===== src/rtl/sru_pkg.sv =====
package sru_pkg;

  localparam logic [1:0] SEL_STATUS = 2'd0;
  localparam logic [1:0] SEL_WMASK  = 2'd1;
  localparam logic [1:0] SEL_TBASE  = 2'd2;
  localparam logic [1:0] SEL_HI     = 2'd3;

  localparam logic [7:0] TT_NONE    = 8'h00;
  localparam logic [7:0] TT_ILLEGAL = 8'h02;
  localparam logic [7:0] TT_PRIV    = 8'h03;
  localparam logic [7:0] TT_FPOFF   = 8'h04;

  localparam int BIT_SUP   = 7;
  localparam int BIT_PSUP  = 6;
  localparam int BIT_FPEN  = 12;

  // writable status bits: condition codes 23:20 and 13:0
  localparam logic [31:0] STATUS_WMASK = 32'h00F0_3FFF;

  function automatic logic [31:0] merge_ops(input logic [31:0] a, input logic [31:0] b);
    return a ^ b;
  endfunction

  function automatic logic [31:0] clean_status(input logic [31:0] raw,
                                               input logic [3:0]  impl,
                                               input logic [3:0]  ver);
    return {impl, ver, 24'h0} | (raw & STATUS_WMASK);
  endfunction

  function automatic logic [7:0] fetch_space(input logic sup);
    return sup ? 8'd9 : 8'd8;
  endfunction

  function automatic logic [7:0] data_space(input logic sup);
    return sup ? 8'd11 : 8'd10;
  endfunction

endpackage


===== src/rtl/sru_gate.sv =====
module sru_gate
  import sru_pkg::*;
#(
  parameter int NWIN = 7
) (
  input  logic       req_valid,
  input  logic       req_write,
  input  logic [1:0] req_sel,
  input  logic [4:0] new_cwp,
  input  logic       sup_bit,
  input  logic       fpen_bit,
  input  logic       fpop_valid,
  output logic       wr_status,
  output logic       wr_wmask,
  output logic       wr_tbase,
  output logic       wr_hi,
  output logic       rd_ok,
  output logic       trap_fire,
  output logic [7:0] trap_tt
);
  localparam logic [4:0] NWIN5 = 5'(NWIN);

  logic priv_fail, cwp_bad, fp_fail, wr_ok;

  assign priv_fail = req_valid && (req_sel != SEL_HI) && !sup_bit;
  assign cwp_bad   = req_valid && req_write && (req_sel == SEL_STATUS) && sup_bit
                     && (new_cwp >= NWIN5);
  assign fp_fail   = fpop_valid && !req_valid && !fpen_bit;

  assign wr_ok     = req_valid && req_write && !priv_fail && !cwp_bad;
  assign wr_status = wr_ok && (req_sel == SEL_STATUS);
  assign wr_wmask  = wr_ok && (req_sel == SEL_WMASK);
  assign wr_tbase  = wr_ok && (req_sel == SEL_TBASE);
  assign wr_hi     = wr_ok && (req_sel == SEL_HI);
  assign rd_ok     = req_valid && !req_write && !priv_fail;

  always_comb begin
    trap_fire = priv_fail || cwp_bad || fp_fail;
    if (priv_fail)    trap_tt = TT_PRIV;
    else if (cwp_bad) trap_tt = TT_ILLEGAL;
    else if (fp_fail) trap_tt = TT_FPOFF;
    else              trap_tt = TT_NONE;
  end
endmodule


===== src/rtl/sru_status.sv =====
module sru_status
  import sru_pkg::*;
#(
  parameter logic [3:0] IMPL = 4'h1,
  parameter logic [3:0] VER  = 4'h0
) (
  input  logic        clk,
  input  logic        rst_n,
  input  logic        wr_en,
  input  logic [31:0] wr_value,
  output logic [31:0] status_o
);
  localparam logic [31:0] RESET_WORD =
    {IMPL, VER, 24'h0} | (32'd1 << BIT_SUP) | (32'd1 << BIT_PSUP);

  logic [31:0] status_q;

  always_ff @(posedge clk) begin
    if (!rst_n)     status_q <= RESET_WORD;
    else if (wr_en) status_q <= clean_status(wr_value, IMPL, VER);
  end

  assign status_o = status_q;
endmodule


===== src/rtl/sru_side_regs.sv =====
module sru_side_regs #(
  parameter int NWIN   = 7,
  parameter int TB_LSB = 12
) (
  input  logic        clk,
  input  logic        rst_n,
  input  logic        wr_wmask,
  input  logic        wr_tbase,
  input  logic        wr_hi,
  input  logic [31:0] wr_value,
  output logic [31:0] wmask_o,
  output logic [31:0] tbase_o,
  output logic [31:0] hi_o
);
  logic [NWIN-1:0]   wmask_q;
  logic [31:TB_LSB]  tbase_q;
  logic [31:0]       hi_q;

  always_ff @(posedge clk) begin
    if (!rst_n)        wmask_q <= '0;
    else if (wr_wmask) wmask_q <= wr_value[NWIN-1:0];
  end

  always_ff @(posedge clk) begin
    if (!rst_n)        tbase_q <= '0;
    else if (wr_tbase) tbase_q <= wr_value[31:TB_LSB];
  end

  always_ff @(posedge clk) begin
    if (!rst_n)     hi_q <= '0;
    else if (wr_hi) hi_q <= wr_value;
  end

  generate
    if (NWIN < 32) begin : g_mask_pad
      assign wmask_o = {{(32-NWIN){1'b0}}, wmask_q};
    end else begin : g_mask_full
      assign wmask_o = wmask_q;
    end
  endgenerate

  assign tbase_o = {tbase_q, {TB_LSB{1'b0}}};
  assign hi_o    = hi_q;
endmodule


===== src/rtl/status_reg_unit.sv =====
module status_reg_unit
  import sru_pkg::*;
#(
  parameter int         NWIN   = 7,
  parameter int         TB_LSB = 12,
  parameter logic [3:0] IMPL   = 4'h1,
  parameter logic [3:0] VER    = 4'h0
) (
  input  logic        clk,
  input  logic        rst_n,
  input  logic        req_valid,
  input  logic        req_write,
  input  logic [1:0]  req_sel,
  input  logic [31:0] op_a,
  input  logic [31:0] op_b,
  input  logic        fpop_valid,
  output logic [31:0] rd_data,
  output logic [31:0] status_o,
  output logic [31:0] wmask_o,
  output logic [31:0] tbase_o,
  output logic [31:0] hi_o,
  output logic [7:0]  imem_asi,
  output logic [7:0]  dmem_asi,
  output logic        trap_valid,
  output logic [7:0]  trap_code
);
  logic [31:0] wr_value;
  logic        wr_status, wr_wmask, wr_tbase, wr_hi, rd_ok;
  logic        acc_trap;
  logic [7:0]  acc_tt;
  logic        trap_q;
  logic [7:0]  code_q;
  logic        sup_now;

  assign wr_value = merge_ops(op_a, op_b);
  assign sup_now  = status_o[BIT_SUP];

  sru_gate #(.NWIN(NWIN)) u_gate (
    .req_valid (req_valid),
    .req_write (req_write),
    .req_sel   (req_sel),
    .new_cwp   (wr_value[4:0]),
    .sup_bit   (sup_now),
    .fpen_bit  (status_o[BIT_FPEN]),
    .fpop_valid(fpop_valid),
    .wr_status (wr_status),
    .wr_wmask  (wr_wmask),
    .wr_tbase  (wr_tbase),
    .wr_hi     (wr_hi),
    .rd_ok     (rd_ok),
    .trap_fire (acc_trap),
    .trap_tt   (acc_tt)
  );

  sru_status #(.IMPL(IMPL), .VER(VER)) u_status (
    .clk     (clk),
    .rst_n   (rst_n),
    .wr_en   (wr_status),
    .wr_value(wr_value),
    .status_o(status_o)
  );

  sru_side_regs #(.NWIN(NWIN), .TB_LSB(TB_LSB)) u_side (
    .clk     (clk),
    .rst_n   (rst_n),
    .wr_wmask(wr_wmask),
    .wr_tbase(wr_tbase),
    .wr_hi   (wr_hi),
    .wr_value(wr_value),
    .wmask_o (wmask_o),
    .tbase_o (tbase_o),
    .hi_o    (hi_o)
  );

  always_comb begin
    rd_data = '0;
    if (rd_ok) begin
      case (req_sel)
        SEL_STATUS: rd_data = status_o;
        SEL_WMASK:  rd_data = wmask_o;
        SEL_TBASE:  rd_data = tbase_o;
        default:    rd_data = hi_o;
      endcase
    end
  end

  always_ff @(posedge clk) begin
    if (!rst_n) begin
      trap_q <= 1'b0;
      code_q <= TT_NONE;
    end else begin
      trap_q <= acc_trap;
      code_q <= acc_trap ? acc_tt : TT_NONE;
    end
  end

  assign trap_valid = trap_q;
  assign trap_code  = code_q;
  assign imem_asi   = fetch_space(sup_now);
  assign dmem_asi   = data_space(sup_now);
endmodule


===== config.mk =====
export PLATFORM = sky130hd
export DESIGN_NAME = status_reg_unit
export DESIGN_NICKNAME = d
export VERILOG_FILES = /design/src/rtl/sru_pkg.sv /design/src/rtl/sru_gate.sv /design/src/rtl/sru_status.sv /design/src/rtl/sru_side_regs.sv /design/src/rtl/status_reg_unit.sv
export SDC_FILE = /design/constraint.sdc
export NUM_CORES = 1
export LEC_CHECK = 0
export ABC_AREA = 1
export BUFFER_PORTS_ARGS = -buffer_cell sky130_fd_sc_hd__buf_2
export CAP_MARGIN = 30
export CORE_ASPECT_RATIO = 1.1
export CORE_MARGIN = 5
export CORE_UTILIZATION = 49
export CTS_BUF_LIST = sky130_fd_sc_hd__clkbuf_4
export CTS_CLUSTER_SIZE = 25
export DETAILED_ROUTE_END_ITERATION = 8
export GPL_ROUTABILITY_DRIVEN = 1
export HOLD_SLACK_MARGIN = 0.02
export PLACE_DENSITY = 0.92
export SLEW_MARGIN = 20
export SYNTH_ARGS = -nofsm -noshare
export SYNTH_HDL_FRONTEND = slang
export SYNTH_HIERARCHICAL = 1
export SYNTH_SLANG_ARGS = --single-unit

===== constraint.sdc =====
create_clock -name clk -period 2 [get_ports clk]
set_clock_uncertainty 0.1 [all_clocks]
set_input_delay 0.3 -clock clk [delete_from_list [all_inputs] [get_ports clk]]
set_output_delay 0.3 -clock clk [all_outputs]
set_load 0.005 [all_outputs]

==> flow_summary_export.csv, run 1 <==
group,metric,value,unit
detailed_routing,detailroute.via_count,5764,
global_route,antenna_found_initial,0,
setup_path,largest_delay_contributor_family_on_the_critical_path,"buffers and inverters",
clock_tree,clock_latency,0.41,ns
synth,synth_adder_area_share,0,%
clock_tree,cts-hold-fix-buffers,0,
power_and_ir_drop,pwr_density_cell,527,nW/um2
setup_path,critical_path_required,1.60,ns
floorplanning,fp.dieArea,13600,um2
global_route,grt_resource_usage_total,23.3,%
setup_path,setup.worst_path.class,"register to output port",
global_route,grt_start_max_net_pins,41,
place,place.detailed.instances,1213,
synth,yosys.area_share.xor_xnor,5.04,%
clock_tree,sink_count_of_the_clock_tree,86,
place,gp_congestion,0.898,
setup_path,worstSetupStartpointType,"register",
hold_path,worst_hold_path_type,"input port to register",
power_and_ir_drop,power.total,3.46,mW
setup_path,timing.critical_path.buf_inv,4,
timing,final_critical_path_setup_slack,0.00836,ns
synth,ffs_latches_synth,86,
detailed_routing,routed_wl,16700,um
setup_path,r2r_slack,0.15,ns
floorplanning,pin_count,256,
setup_path,cp_max_fo,15,
synth,yosys.area_share.simple,38.0,%
setup_path,critPathArrivalTime,1.59,ns
timing,fin_crit_share,99.6,%
place,dpl-instance-area,6370,um2
clock_tree,clock_tree.root_cell,"sky130_fd_sc_hd__clkbuf_4",
clock_tree,worst_setup_hold_path_clk_slew,0.13,ns
detailed_routing,drt-wirelength-per-cell,13.6,um
setup_path,critical_path.max_stage_delay,0.37,ns
timing,fmax,502,MHz
cells_and_area,final_area,6560,um2
cells_and_area,layout.core_utilization,59.6,%
global_route,grt_overflow_total,0,
cells_and_area,antenna_diodes,0,
cells_and_area,final_nets,1150,
synth,yosysWarningCount,6,
place,port_buffer_count,190,
timing,final_max_slew_viol_count,0,
clock_tree,numCtsBuffers,9,
global_route,grt_first_pass_wirelength,26000,um
cells_and_area,mostFrequentLayoutCells,"sky130_fd_sc_hd__nand2_1 (227), sky130_fd_sc_hd__nor2_1 (201), sky130_fd_sc_hd__buf_2 (190)",
timing,layout_min_cycle_time,1.99,ns
detailed_routing,vias_per_cell,4.69,
floorplanning,design.core.area,11000,um2
status,run_status,"finished clean",
cells_and_area,area.growth.synth_to_final,18.1,%
floorplanning,placement_rows,40,
place,pre_cts_slack,-0.100,ns
synth,avgSynthCellArea,6.12,um2
timing,total_of_endpoints_with_negative_setup_slack_in_the_final_report,0,
synth,synth_area,5560,um2
synth,synth-compound-area-share,2.88,%
power_and_ir_drop,irDropWorstVdd,340,uV
floorplanning,die_height,122,um
detailed_routing,ant_nets,0,
detailed_routing,drcViolationCount,0,
flow_run,max-cap-violations,0,
synth,main_combinational_cell_family_by_area_after_synthesis,"simple AND/OR/NAND/NOR gates",
cells_and_area,finalNonFillerCells,1229,
setup_path,timing.critical_path.slowest_stage_cell,"sky130_fd_sc_hd__dfxtp_2",
cells_and_area,fraction_of_layout_cells_with_a_size_suffix_above_1,24.6,%
synth,synth.yosys.seq_area_share,31.0,%
timing,final-hold-violation-count,0,
clock_tree,tritoncts_clock_tree,"done",
synth,gate_count_post_synth,908,
setup_path,worst_setup_path_end_kind,"output port",
clock_tree,ctsHtreeMaxLevel,3,
timing,slew_headroom,61.1,%
synth,synth.distinct_cells,20,
floorplanning,initial_utilization,50.5,%
clock_tree,cts_buffer_depth,2,
global_route,first_global_vias,5582,
power_and_ir_drop,cellLeakagePower,3.82,nW
cells_and_area,nFillCells,1039,
floorplanning,die_width,112,um
detailed_routing,detailedRoute.firstPassIterationCount,5,
synth,synth_mux_area_share,0,%
timing,grt_setup_unrepaired,"yes",
setup_path,cp_cell_instances,"nor2_4 > nor3_2 > inv_2 > buf_12 > nor2_2 > nand2_1 > inv_1 > buf_2",
place,post-dp-hpwl,12100,um
detailed_routing,drt_first_iter_violations,443,
timing,setup_tns,0,ns
cells_and_area,final_common_cell,"sky130_fd_sc_hd__nand2_1",
timing,worst_hold_slack,0.117,ns
timing,max_slew.worst_pin.slew,0.582,ns
## worst register-to-register path, cell delays in order (launching register included)
cell and delay [ns]:
sky130_fd_sc_hd__dfxtp_2 0.37, sky130_fd_sc_hd__nor2_4 0.05, sky130_fd_sc_hd__buf_4 0.14, sky130_fd_sc_hd__nor2_2 0.09, sky130_fd_sc_hd__nand2_2 0.10, sky130_fd_sc_hd__nor2_2 0.47
sky130_fd_sc_hd__buf_4 0.28, sky130_fd_sc_hd__nand2_1 0.07, sky130_fd_sc_hd__nand2_1 0.05, sky130_fd_sc_hd__nor2_1 0.04
## synth_stat cells
cell,count,share of area [%]
sky130_fd_sc_hd__buf_1,1,0.067
sky130_fd_sc_hd__buf_2,17,1.5
sky130_fd_sc_hd__buf_4,89,12
sky130_fd_sc_hd__buf_6,9,1.8
sky130_fd_sc_hd__buf_8,1,0.27
sky130_fd_sc_hd__clkbuf_1,4,0.27
sky130_fd_sc_hd__conb_1,6,0.41
sky130_fd_sc_hd__dfxtp_1,86,31
sky130_fd_sc_hd__inv_1,99,6.7
sky130_fd_sc_hd__nand2_1,227,15
sky130_fd_sc_hd__nand2_2,3,0.34
sky130_fd_sc_hd__nand3_1,68,6.1
sky130_fd_sc_hd__nand3_2,1,0.18
sky130_fd_sc_hd__nor2_1,227,15
sky130_fd_sc_hd__nor2_2,4,0.45
sky130_fd_sc_hd__nor2_4,1,0.20
sky130_fd_sc_hd__nor3_1,1,0.090
sky130_fd_sc_hd__o21ai_0,29,2.6
sky130_fd_sc_hd__o21ai_1,3,0.27
sky130_fd_sc_hd__xor2_1,32,5.0
## path summary, 6_finish.rpt
path,from,to,cells after the start
setup / recovery,u_status/status_o[7]$_SDFFE_PN1P_,rd_data[7],8
hold / removal,op_a[8],u_status/status_o[8]$_SDFFE_PN0P_,6
setup reg to reg,u_status/status_o[7]$_SDFFE_PN1P_,u_status/status_o[21]$_SDFFE_PN0P_,9
hold reg to reg,u_side/tbase_q[28]$_SDFFE_PN0P_,u_side/tbase_q[28]$_SDFFE_PN0P_,2
## routing by layer
metal	up-vias	share of wire, %	global-route usage (%)
li1	2894	-	-
met3	36	10	7.55
met5	-	0	0
met1	2532	38	24.7
met2	302	50	42.7
met4	0	2.5	9.96
## flip-flops by register name, indices dropped and copies added (netlist names)
name,cells
u_side/tbase_q,20
u_side/wmask_q,7
trap_valid,1
trap_code,8
u_status/status_o,18
u_side/hi_o,32
## kinds of logic after synthesis
family                    after synthesis
xor gates and xnor gates               32
and+or+nand+nor                       532
other                                   6
buffers and inverters                 220
AOI/OAI and AO/OA                      32
DFF                                    86
## final cells by class
class | instances | area, um2 | share of cell area [%]
timing repair buffer | 217 | 1300 | 19.7
inverter | 99 | 372 | 5.66
clock buffer | 10 | 75.1 | 1.14
multi-input combinational | 666 | 2900 | 44.1
sequential | 86 | 1720 | 26.2
tap | 147 | 184 | 2.80
clock inverter | 4 | 16.3 | 0.248
## what timing repair did
action	4_1_cts	5_1_grt
buffers inserted	1	0
setup endpoints to repair	32	34
resized for setup	11	18
cloned	1	0
pin swaps	1	0
## where the power goes
group / internal [mW] / switching, mW
clock: 0.244 / 0.546
combinational: 0.335 / 0.520
sequential: 1.77 / 0.0436
(Power assumes the default switching activity.)
==> run 2: changes to the inputs <==
--- a/config.mk
+++ b/config.mk
@@ -10,13 +10,13 @@
 export CAP_MARGIN = 30
 export CORE_ASPECT_RATIO = 1.1
 export CORE_MARGIN = 5
-export CORE_UTILIZATION = 49
+export CORE_UTILIZATION = 30
 export CTS_BUF_LIST = sky130_fd_sc_hd__clkbuf_4
 export CTS_CLUSTER_SIZE = 25
 export DETAILED_ROUTE_END_ITERATION = 8
 export GPL_ROUTABILITY_DRIVEN = 1
 export HOLD_SLACK_MARGIN = 0.02
-export PLACE_DENSITY = 0.92
+export PLACE_DENSITY = 0.64
 export SLEW_MARGIN = 20
 export SYNTH_ARGS = -nofsm -noshare
 export SYNTH_HDL_FRONTEND = slang
==> constraint.sdc (replaced) <==
create_clock -name clk -period 2 [get_ports clk]
set_clock_uncertainty 0.1 [all_clocks]
set_input_delay 0.4 -clock clk [delete_from_list [all_inputs] [get_ports clk]]
set_output_delay 0.4 -clock clk [all_outputs]
set_load 0.005 [all_outputs]
==> flow_summary_export.csv, run 2 (synthesized netlist as in run 1, its figures left out) <==
group,metric,value,unit
status,run_status,"finished with violations",
status,failed_checks,"negative setup slack",
setup_path,critPathArrivalTime,1.55,ns
floorplanning,placement_rows,52,
global_route,grt_first_pass_wirelength,25900,um
clock_tree,numCtsBuffers,9,
power_and_ir_drop,netSwitchingPower,1.21,mW
timing,grt_setup_unrepaired,"yes",
power_and_ir_drop,power.switching_fraction,33.6,%
clock_tree,worst_setup_hold_path_clk_slew,0.16,ns
place,gp_congestion,0.796,
timing,final-hold-violation-count,0,
clock_tree,sink_count_of_the_clock_tree,86,
cells_and_area,mostFrequentLayoutCells,"sky130_fd_sc_hd__nand2_1 (227), sky130_fd_sc_hd__nor2_1 (215), sky130_fd_sc_hd__buf_2 (190)",
detailed_routing,route.top_layer_used,"met4",
floorplanning,design.core.area,18300,um2
detailed_routing,vias_per_cell,4.15,
power_and_ir_drop,pwr_density_cell,532,nW/um2
power_and_ir_drop,comb_power_share,23.4,%
timing,final_max_slew_viol_count,0,
power_and_ir_drop,internal_power,2.39,mW
timing,setup_tns,-0.921,ns
cells_and_area,fraction_of_layout_cells_with_a_size_suffix_above_1,23.8,%
power_and_ir_drop,power.clock.fraction,25.9,%
detailed_routing,routed_wl,16600,um
global_route,first_global_vias,4954,
timing,fmax,487,MHz
floorplanning,initial_utilization,30.3,%
detailed_routing,wl_met2,8210,um
detailed_routing,detailedRoute.firstPassIterationCount,6,
floorplanning,die_height,153,um
timing,layout_min_cycle_time,2.05,ns
detailed_routing,routed-wl-met3,1030,um
setup_path,timing.critical_path.slowest_stage_cell,"sky130_fd_sc_hd__dfxtp_2",
clock_tree,cts_buffer_depth,2,
detailed_routing,drt-wirelength-per-cell,12.5,um
place,dpl-instance-area,6580,um2
detailed_routing,drt_first_iter_violations,275,
cells_and_area,layout.core_utilization,36.8,%
detailed_routing,drcViolationCount,0,
detailed_routing,detailroute.via_count,5519,
power_and_ir_drop,cellLeakagePower,3.86,nW
setup_path,critical_path_required,1.50,ns
global_route,grt_start_max_net_pins,45,
clock_tree,ctsHtreeMaxLevel,3,
setup_path,worst_setup_path_end_kind,"output port",
cells_and_area,area.growth.synth_to_final,21.4,%
clock_tree,clock_latency,0.45,ns
timing,final_critical_path_setup_slack,-0.0516,ns
timing,fin_crit_share,103,%
clock_tree,tritoncts_clock_tree,"done",
floorplanning,fp.dieArea,21400,um2
detailed_routing,ant_nets,0,
clock_tree,post_cts_buffers,0,
power_and_ir_drop,sequentialPowerShare,50.6,%
place,port_buffer_count,190,
floorplanning,die_width,140,um
global_route,antenna_found_initial,1,
cells_and_area,final_common_cell,"sky130_fd_sc_hd__nand2_1",
clock_tree,clock_tree.root_cell,"sky130_fd_sc_hd__clkbuf_4",
timing,total_of_endpoints_with_negative_setup_slack_in_the_final_report,32,
global_route,grt_resource_usage_total,15.0,%
place,post-dp-hpwl,12400,um
power_and_ir_drop,power.total,3.59,mW
setup_path,worstSetupStartpointType,"register",
cells_and_area,final_nets,1153,
setup_path,setup.worst_path.class,"register to output port",
hold_path,worst_hold_path_type,"input port to register",
detailed_routing,drt-met1-wl,6940,um
cells_and_area,largest_register_ffs,32,
floorplanning,pin_count,256,
setup_path,cp_cell_instances,"nor2_2 > nor3_2 > inv_2 > buf_6 > nor2_1 > nand2_1 > inv_1 > buf_2",
flow_run,max-cap-violations,0,
cells_and_area,final_area,6750,um2
setup_path,cp_max_fo,15,
power_and_ir_drop,irDropWorstVdd,244,uV
setup_path,critical_path.max_stage_delay,0.37,ns
global_route,grt_overflow_total,0,
run 2: cell count changes in the layout (fill, tap and decap cells not counted), sizes merged:
| cell | change |
|---|---|
| inv | +3 |
| clkinv | -2 |
| clkinvlp | +2 |
| clkbuf | -2 |
| diode | +1 |
| buf | +4 |
run 2: repair_timing:
item                       4_1_cts  5_1_grt
setup endpoints to repair       32       32
hold buffers                     0        0
gates resized for setup          3       13
run 2: layout make-up:
type	count	area [um2]
clock inverter	7	56.3
fill	2089	11600
sequential	86	1720
timing repair buffer	220	1360
antenna	1	2.50
tap	243	304
clock buffer	9	67.6
inverter	99	372
multi-input combinational	666	2870
run 2: final timing paths:
| path | startpoint | to | slack [ns] | cells past startpoint |
|---|---|---|---|---|
| hold / removal | op_a[9] | u_status/status_o[9]$_SDFFE_PN0P_ | 0.18 | 6 |
| hold reg to reg | u_side/tbase_q[22]$_SDFFE_PN0P_ | u_side/tbase_q[22]$_SDFFE_PN0P_ | 0.39 | 2 |
| setup reg to reg | u_status/status_o[7]$_SDFFE_PN1P_ | u_side/hi_o[17]$_SDFFE_PN0P_ | 0.44 | 9 |
| setup / recovery | u_status/status_o[7]$_SDFFE_PN1P_ | rd_data[16] | -0.05 | 8 |
run 2: through the flow:
| step | hold slack [ns] | setup WS, ns | instances |
|---|---|---|---|
| global placement | 0.368 | -0.00500 | 1314 |
| global route | 0.139 | -0.246 | 1331 |
| detailed placement | 0.368 | -0.0369 | 1314 |
| CTS | 0.111 | -0.181 | 1330 |
| finish | 0.179 | -0.0516 | 1331 |
| floorplan | 0.372 | 0.231 | 972 |
run 2: metal layers:
| metal | global-route usage, % | vias to the layer above |
|---|---|---|
| met5 | 0 | - |
| met4 | 6.55 | 0 |
| met3 | 2.79 | 24 |
| met2 | 26.2 | 186 |
| met1 | 17.8 | 2408 |
| li1 | - | 2901 |
run 2: power groups by stage:
stage	sequential, mW	clock, mW	combinational, mW
after floorplan	1.86	0	0.599
after global placement	1.86	0	0.818
after detailed placement	1.86	0	0.823
after CTS	1.82	1.00	0.827
after global routing	1.83	1.07	0.955
final	1.82	0.932	0.842
run 2: critical path: cells and delay by family, from the launching register on:
kind	cells	cell delay (ns)
simple gates	4	0.34
flops	1	0.37
buf+inv	4	0.38
